--- config.mk ---
export PLATFORM = sky130hd
export DESIGN_NAME = tick_timer
export DESIGN_NICKNAME = d
export VERILOG_FILES = /design/src/rtl/tt_pkg.sv /design/src/rtl/tt_ctl_reg.sv /design/src/rtl/tt_run_fsm.sv /design/src/rtl/tt_counter.sv /design/src/rtl/tick_timer.sv
export SDC_FILE = /design/constraint.sdc
export NUM_CORES = 1
export LEC_CHECK = 0
export ABC_AREA = 1
export CAP_MARGIN = 10
export CORE_MARGIN = 2
export CORE_UTILIZATION = 56
export DETAILED_ROUTE_END_ITERATION = 16
export HOLD_SLACK_MARGIN = 0.02
export PLACE_DENSITY = 0.83
export SETUP_SLACK_MARGIN = 0.4
export SLEW_MARGIN = 30
export SYNTH_ARGS = -nofsm -noshare
export SYNTH_HDL_FRONTEND = slang
export SYNTH_SLANG_ARGS = --single-unit
--- constraint.sdc ---
create_clock -name clk -period 2.57 [get_ports clk]
set_clock_uncertainty 0.2 [all_clocks]
set_input_delay 0.6425 -clock clk [delete_from_list [all_inputs] [get_ports clk]]
set_output_delay 0.6425 -clock clk [all_outputs]
set_load 0.005 [all_outputs]
--- src/rtl/tt_pkg.sv ---
package tt_pkg;
    localparam int DATA_W   = 32;
    localparam int MODE_W   = 2;
    localparam int PER_W    = DATA_W - MODE_W - 2;
    localparam int PEND_BIT = PER_W;
    localparam int IE_BIT   = PER_W + 1;
    localparam int MODE_LO  = PER_W + 2;

    typedef enum logic [MODE_W-1:0] {
        MODE_OFF  = 2'b00,
        MODE_AUTO = 2'b01,
        MODE_ONCE = 2'b10,
        MODE_FREE = 2'b11
    } tt_mode_e;

    typedef struct packed {
        tt_mode_e           mode;
        logic               ie;
        logic               pend;
        logic [PER_W-1:0]   period;
    } tt_ctl_t;

    typedef enum logic {
        ST_HALT  = 1'b0,
        ST_COUNT = 1'b1
    } tt_run_e;

    localparam logic SEL_CTL = 1'b0;
    localparam logic SEL_CNT = 1'b1;
endpackage

--- src/rtl/tt_ctl_reg.sv ---
module tt_ctl_reg
    import tt_pkg::*;
(
    input  logic              clk,
    input  logic              rst_n,
    input  logic              wr,
    input  logic [DATA_W-1:0] wr_data,
    input  logic              hit,
    output tt_ctl_t           ctl_q,
    output logic              mode_chg
);
    tt_ctl_t wr_v;

    assign wr_v     = tt_ctl_t'(wr_data);
    assign mode_chg = wr && (wr_v.mode != ctl_q.mode);

    always_ff @(posedge clk) begin
        if (!rst_n) begin
            ctl_q <= '0;
        end else if (wr) begin
            ctl_q.mode   <= wr_v.mode;
            ctl_q.ie     <= wr_v.ie;
            ctl_q.period <= wr_v.period;
            // writing 1 keeps the flag (a match may still set it); 0 clears, winning over a match
            ctl_q.pend   <= wr_v.pend ? (ctl_q.pend | hit) : 1'b0;
        end else if (hit) begin
            ctl_q.pend   <= 1'b1;
        end
    end
endmodule

--- src/rtl/tt_run_fsm.sv ---
module tt_run_fsm
    import tt_pkg::*;
(
    input  logic     clk,
    input  logic     rst_n,
    input  logic     mode_chg,
    input  tt_mode_e new_mode,
    input  logic     once_done,
    output logic     running
);
    tt_run_e state_q;
    tt_run_e state_d;

    always_ff @(posedge clk) begin
        if (!rst_n) begin
            state_q <= ST_HALT;
        end else begin
            state_q <= state_d;
        end
    end

    always_comb begin
        state_d = state_q;
        unique case (state_q)
            ST_HALT: begin
                if (mode_chg && (new_mode != MODE_OFF)) begin
                    state_d = ST_COUNT;             // START
                end
            end
            ST_COUNT: begin
                if (mode_chg && (new_mode == MODE_OFF)) begin
                    state_d = ST_HALT;              // STOP
                end else if (!mode_chg && once_done) begin
                    state_d = ST_HALT;              // EXPIRE
                end
            end
            default: state_d = ST_HALT;
        endcase
    end

    always_comb begin
        running = (state_q == ST_COUNT);
    end
endmodule

--- src/rtl/tt_counter.sv ---
module tt_counter
    import tt_pkg::*;
#(
    parameter int W  = DATA_W,
    parameter int PW = PER_W
) (
    input  logic          clk,
    input  logic          rst_n,
    input  logic          running,
    input  logic          tick_en,
    input  logic          sw_wr,
    input  logic [W-1:0]  sw_data,
    input  logic [PW-1:0] period,
    input  tt_mode_e      mode,
    output logic [W-1:0]  cnt_q,
    output logic          hit,
    output logic          once_done
);
    logic step;

    assign step      = running && tick_en;
    assign hit       = step && (cnt_q[PW-1:0] == period);
    assign once_done = hit && (mode == MODE_ONCE);

    always_ff @(posedge clk) begin
        if (!rst_n) begin
            cnt_q <= '0;
        end else if (sw_wr) begin
            cnt_q <= sw_data;
        end else if (step) begin
            if (hit && (mode == MODE_AUTO)) begin
                cnt_q <= '0;
            end else if (!once_done) begin
                cnt_q <= cnt_q + {{(W-1){1'b0}}, 1'b1};
            end
        end
    end
endmodule

--- src/rtl/tick_timer.sv ---
module tick_timer
    import tt_pkg::*;
(
    input  logic              clk,
    input  logic              rst_n,
    input  logic              wr_en,
    input  logic              wr_sel,
    input  logic [DATA_W-1:0] wr_data,
    input  logic              rd_sel,
    output logic [DATA_W-1:0] rd_data,
    input  logic              tick_en,
    output logic              irq
);
    tt_ctl_t           ctl_q;
    logic [DATA_W-1:0] cnt_q;
    logic              ctl_wr;
    logic              cnt_wr;
    logic              mode_chg;
    logic              hit;
    logic              once_done;
    logic              running;

    assign ctl_wr = wr_en && (wr_sel == SEL_CTL);
    assign cnt_wr = wr_en && (wr_sel == SEL_CNT);

    tt_ctl_reg u_ctl (
        .clk      (clk),
        .rst_n    (rst_n),
        .wr       (ctl_wr),
        .wr_data  (wr_data),
        .hit      (hit),
        .ctl_q    (ctl_q),
        .mode_chg (mode_chg)
    );

    tt_run_fsm u_fsm (
        .clk       (clk),
        .rst_n     (rst_n),
        .mode_chg  (mode_chg),
        .new_mode  (tt_mode_e'(wr_data[DATA_W-1:MODE_LO])),
        .once_done (once_done),
        .running   (running)
    );

    tt_counter #(.W(DATA_W), .PW(PER_W)) u_cnt (
        .clk       (clk),
        .rst_n     (rst_n),
        .running   (running),
        .tick_en   (tick_en),
        .sw_wr     (cnt_wr),
        .sw_data   (wr_data),
        .period    (ctl_q.period),
        .mode      (ctl_q.mode),
        .cnt_q     (cnt_q),
        .hit       (hit),
        .once_done (once_done)
    );

    assign rd_data = (rd_sel == SEL_CNT) ? cnt_q : DATA_W'(ctl_q);
    assign irq     = ctl_q.pend && ctl_q.ie;
endmodule

# [Word level (Yosys, flattened, before mapping)]
# Cells that the tools add are included.
[word_totals] word_cells=44 in_bits=38 ff_bits=65
[op_classes] n_eq_ne=5 bitwise_logic=3 n_mux=12 add_sub_neg=1 n_reduce_logical=17
[op_table] op="$mux 32" count=5
[op_table] op="$add 32x1->32 const B" count=1
[op_table] op="$eq 28x28->1" count=1
[op_table] op="$logic_and 1x1->1" count=11
[op_table] op="$mux 1" count=6
[op_table] op="$reduce_bool 2->1" count=3
[op_table] op="$ne 3x2->1 const B" count=1
[op_table] op="$eq 2x1->1 const B" count=1
[op_table] op="$eq 2x2->1 const B" count=1
[op_table] op="$logic_not 2->1" count=1
[op_table] op="$ne 2x2->1" count=1
[op_table] op="$not 1->1" count=2
[op_table] op="$pmux 1 s2" count=1
[op_table] op="$reduce_and 2->1" count=1
[op_table] op="$logic_not 1->1" count=1
[op_table] op="$or 1x1->1" count=1

# [Depth between registers and ports, before layout]
[logic_depth] word_depth=8 ltp_mapped=15 mapped_depth_nobuf=13

# [Modules after synthesis]
# A second synthesis with hierarchy kept.
[hier_totals] hier_cells=929 hier_area_um2=5073.6
[modules_own_cells] module="tt_counter" n_inst=1 seq_area_each_um2=640.6 cells_per_inst=665 area_per_inst_um2=3392.0
[modules_own_cells] module="tt_ctl_reg" n_inst=1 seq_area_each_um2=640.6 cells_per_inst=147 area_per_inst_um2=1123.6
[modules_own_cells] module="tick_timer" n_inst=1 seq_area_each_um2=0.0 cells_per_inst=110 area_per_inst_um2=514.2
[modules_own_cells] module="tt_run_fsm" n_inst=1 seq_area_each_um2=20.0 cells_per_inst=7 area_per_inst_um2=43.8

# [Worst setup path after synthesis]
# OpenSTA, ideal clock, no wires.
[synth_path] path_kind="input to output" startpoint="input port rd_sel" endpoint="output port rd_data[10]" path_stages=4 arrival_time_ps=1335 path_buffers=2 slack_ps=393 path_cell_list="clkbuf_1 -> clkbuf_1 -> nand2_1 -> o21ai_0"
[synth_via] elab_chain_len=1
[synth_rtl] item="start, declared" line="tick_timer.sv:9" rtl="input logic rd_sel,"
[synth_rtl] item="$mux 32" line="tick_timer.sv:59" rtl="assign rd_data = (rd_sel == SEL_CNT) ? cnt_q : DATA_W'(ctl_q);"
[synth_rtl] item="end, declared" line="tick_timer.sv:10" rtl="output logic [DATA_W-1:0] rd_data,"
# No other way between the ends.

# [Final worst setup path]
[layout_path] startpoint="input port rd_sel" endpoint="output port rd_data[11]"
# Same word-level chain as after synthesis.

==> impl_results.rst <==
.. list-table::
   :header-rows: 1

   * - Metric
     - Value
   * - Result of the run
     - completed
   * - Longest Clk Path Bufs
     - 2
   * - Clock Pin Slew Worst Setup and Hold Paths
     - approximately 0.070 ns
   * - Most instantiated library cell after synthesis
     - sky130_fd_sc_hd__nand2_1
   * - Remaining global-route overflow
     - 0
   * - Final GP Congestion
     - between 0.9 and 1
   * - Number of enable-type register cells in the synthesized netlist
     - 0
   * - Number of DRC violations after detailed routing
     - 0
   * - ANT cells
     - 0
   * - Dominant synthesized flop cell
     - sky130_fd_sc_hd__dfxtp_1
   * - First-pass GRT wire length
     - ~29000 µm
   * - Summed area of non-filler cells in the final layout
     - 0.00678 mm²
   * - Initial core utilization
     - between 50% and 60%
   * - # port buffers
     - 70
   * - Gate Count Post-Synth
     - between 800 and 900
   * - Clock tree root driver cell
     - sky130_fd_sc_hd__clkbuf_8
   * - Yosys top cell by area
     - sky130_fd_sc_hd__dfxtp_1
   * - Worst Tran Pin Value
     - approximately 0.42 ns
   * - Number of maximum-capacitance violations
     - 0
   * - Final Max Tran Viols
     - 0
   * - Required time at the endpoint of the critical path
     - 1.73 ns
   * - Most used standard cells in the synthesized netlist
     - 299 x sky130_fd_sc_hd__nand2_1, 85 x sky130_fd_sc_hd__nand3_1, 77 x sky130_fd_sc_hd__inv_1
   * - Min setup slack post-route
     - 0.389 ns
   * - Die height
     - about 99 µm
   * - Die boundary width
     - between 90 and 100 µm
   * - Number of global-route vias before repair
     - about 5.7k
   * - Power per standard cell area
     - 462 mW/mm²
   * - Unique masters post-synth
     - 30
   * - Max transition margin
     - between 70 and 80%
   * - Number of vias per cell
     - a little under 6
   * - Vias post-DR
     - 6313
   * - Endpoint type of the worst setup path
     - output pin
   * - Clock Latency Late Sink
     - approximately 0.36 ns
   * - Mapped Nets
     - between 900 and 1k
   * - Final Critical Period
     - between 2 and 2.5 ns
   * - Sink Count
     - 65
   * - Area share of the leading cell type in the synthesized netlist
     - roughly a quarter
   * - Remaining antenna violation count after routing
     - 0
   * - Nets
     - about 1.0k
   * - Clock buffer count from CTS
     - 9
   * - Tightest Hold Check Type
     - reg -> reg
   * - Share of the yosys chip area belonging to registers
     - about 26%
   * - Worst IR Drop VDD
     - 306 µV
   * - Number of warnings reported in the yosys synthesis log
     - 0
   * - Sum of net half-perimeters after detailed placement
     - between 10000 and 15000 µm
   * - Violation count after the first detailed-routing iteration
     - 724
   * - Area of the core region
     - slightly below 0.009 mm²
   * - Initial antenna violation count
     - 0
   * - Area of the die
     - 0.00985 mm²
   * - Htree depth
     - 3
   * - Worst setup path class
     - in -> out
   * - Hold Fails Final Rpt
     - 0
   * - Maximum number of pins on one net before global-route repair
     - 60
   * - Worst Path Arrival
     - roughly 1.3 ns
   * - Ratio of cells with drive above 1 in the final layout
     - approximately 28%
   * - Standby leakage power
     - around 0.0031 µW
   * - GRT Total Usage
     - 36.7%
   * - FMAX
     - between 400 and 500 MHz
   * - Pre-CTS setup slack
     - -0.170 ns
   * - Post-synthesis instance area
     - just over 0.005 mm²
   * - Avg WL per Cell
     - 17.0 µm
   * - Largest fanout on the critical path
     - 11
   * - Std cell rows
     - 34
   * - Area of placed instances
     - 0.00599 mm²
   * - Proportion of register bits with asynchronous set or reset after synthesis
     - 0%
   * - Number of buffers added to fix hold violations after cts
     - 0
   * - Final period util
     - roughly 85%
   * - Top-level port count
     - 71
   * - Launching element type of the critical path
     - primary input
   * - DRT Wirelength
     - around 18000 µm
   * - Final-report setup violation count
     - 0
   * - TritonCTS clock tree
     - yes
   * - Top cells by area in the synthesized netlist
     - sky130_fd_sc_hd__dfxtp_1 26%, sky130_fd_sc_hd__nand2_1 22%, sky130_fd_sc_hd__nand3_1 8.4%, sky130_fd_sc_hd__nor2_2 8.1%, sky130_fd_sc_hd__o21ai_0 6.1%
   * - Fin util
     - between 70% and 80%
   * - Number of detailed-route iterations in the first pass
     - 6
   * - Unrepaired setup endpoints after global routing
     - true
   * - Avg Synthesized Cell Area
     - approximately 5.7 µm²
   * - Layout-stage area growth over the synthesis result
     - 33.5%
   * - Seq cells post-synth
     - 65
-- state kept, by name, indices dropped and copies added, names as in the netlist --
signal and flops:
u_ctl.ctl_q 32, u_cnt.cnt_q 32, u_fsm.running 1
-- placed cells by master, fill, tap and decap left out, types with 4 or more instances in the layout --
master                              n
sky130_fd_sc_hd__nand2_1          283
sky130_fd_sc_hd__nand3_1           84
sky130_fd_sc_hd__inv_1             73
sky130_fd_sc_hd__nor2_2            70
sky130_fd_sc_hd__nor2_1            59
sky130_fd_sc_hd__o21ai_0           37
sky130_fd_sc_hd__clkdlybuf4s50_1   35
sky130_fd_sc_hd__a21oi_1           32
sky130_fd_sc_hd__inv_2             29
sky130_fd_sc_hd__dfxtp_1           26
sky130_fd_sc_hd__dfxtp_2           22
sky130_fd_sc_hd__buf_2             20
sky130_fd_sc_hd__buf_4             19
sky130_fd_sc_hd__xor2_1            18
sky130_fd_sc_hd__o21ai_1           17
sky130_fd_sc_hd__dfxtp_4           17
sky130_fd_sc_hd__nand2_2           16
sky130_fd_sc_hd__buf_12            12
sky130_fd_sc_hd__clkbuf_8          10
sky130_fd_sc_hd__nor3_1             9
sky130_fd_sc_hd__o21ai_2            8
sky130_fd_sc_hd__nand4_1            7
sky130_fd_sc_hd__nor2_4             7
sky130_fd_sc_hd__clkdlybuf4s15_2    6
sky130_fd_sc_hd__xnor2_1            5
sky130_fd_sc_hd__buf_6              5
sky130_fd_sc_hd__clkdlybuf4s15_1    5
sky130_fd_sc_hd__a21oi_2            4
sky130_fd_sc_hd__xnor2_2            4
sky130_fd_sc_hd__clkinv_1           4
sky130_fd_sc_hd__buf_16             4
-- stage by stage --
step / std cells / power [µW] / setup TNS [ns] / hold slack [ns]
after floorplan: 891 / 1750 / 0 / 0.238
after global placement: 1051 / 2060 / -3.51 / 0.251
after detailed placement: 1051 / 2070 / -4.69 / 0.256
after CTS: 1080 / 3020 / 0 / 0.278
after global routing: 1086 / 3280 / 0 / 0.299
final: 1086 / 3140 / 0 / 0.284
-- repair_timing --
item | 4_1_cts | 5_1_grt
cloned | 6 | 1
pin swaps | 5 | 23
endpoints found under the setup margin | 64 | 55
setup buffers | 7 | 5
resized for setup | 160 | 114
-- cells by family after synthesis --
| logic type | count (synthesis) | synth area share (%) |
|---|---|---|
| and+or+nand+nor | 546 | 47.3 |
| DFF | 65 | 25.6 |
| AOI/OAI and AO/OA | 103 | 10.5 |
| adders and majority gates | 1 | 0.246 |
| buffers and inverters | 149 | 11.7 |
| xor gates and xnor gates | 27 | 4.65 |
-- worst max-delay path, cell delays in order --
cell and delay, ns:
sky130_fd_sc_hd__buf_12 0.13, sky130_fd_sc_hd__bufbuf_16 0.28, sky130_fd_sc_hd__o21ai_1 0.14, sky130_fd_sc_hd__buf_2 0.14
-- layout make-up --
class | count | area [µm²]
repair buffers | 113 | 1250
clock inverters | 5 | 55.1
multi-input cells | 677 | 3410
flip-flops and latches | 65 | 1390
fillers | 651 | 1980
inverters | 107 | 404
clock buffers | 11 | 141
well taps | 108 | 135
-- where the power goes --
part           switching (µW)  internal (µW)  total (µW)
Sequential                107           1090        1200
Clock                     441            472         913
Combinational             583            441        1020
Total                    1130           2000        3140
-- metal layers --
layer | global-route usage [%] | part of all wire [%] | vias to the layer above
li1 | - | - | 2934
met3 | 8.22 | 12 | 101
met5 | 0 | 0 | -
met4 | 18.0 | 5.3 | 0
met2 | 57.4 | 45 | 468
met1 | 47.9 | 38 | 2810
-- path summary, 6_finish.rpt --
| path | to | startpoint | cells after the start | slack, ns |
|---|---|---|---|---|
| worst max-delay path | rd_data[11] | rd_sel | 4 | 0.39 |
| worst min-delay path | u_fsm.running | u_fsm.running | 2 | 0.28 |
| worst max register to register | u_cnt.cnt_q[14] | u_cnt.cnt_q[14] | 14 | 0.39 |
| worst min register to register | u_fsm.running | u_fsm.running | 2 | 0.28 |
(Power assumes the default switching activity.)
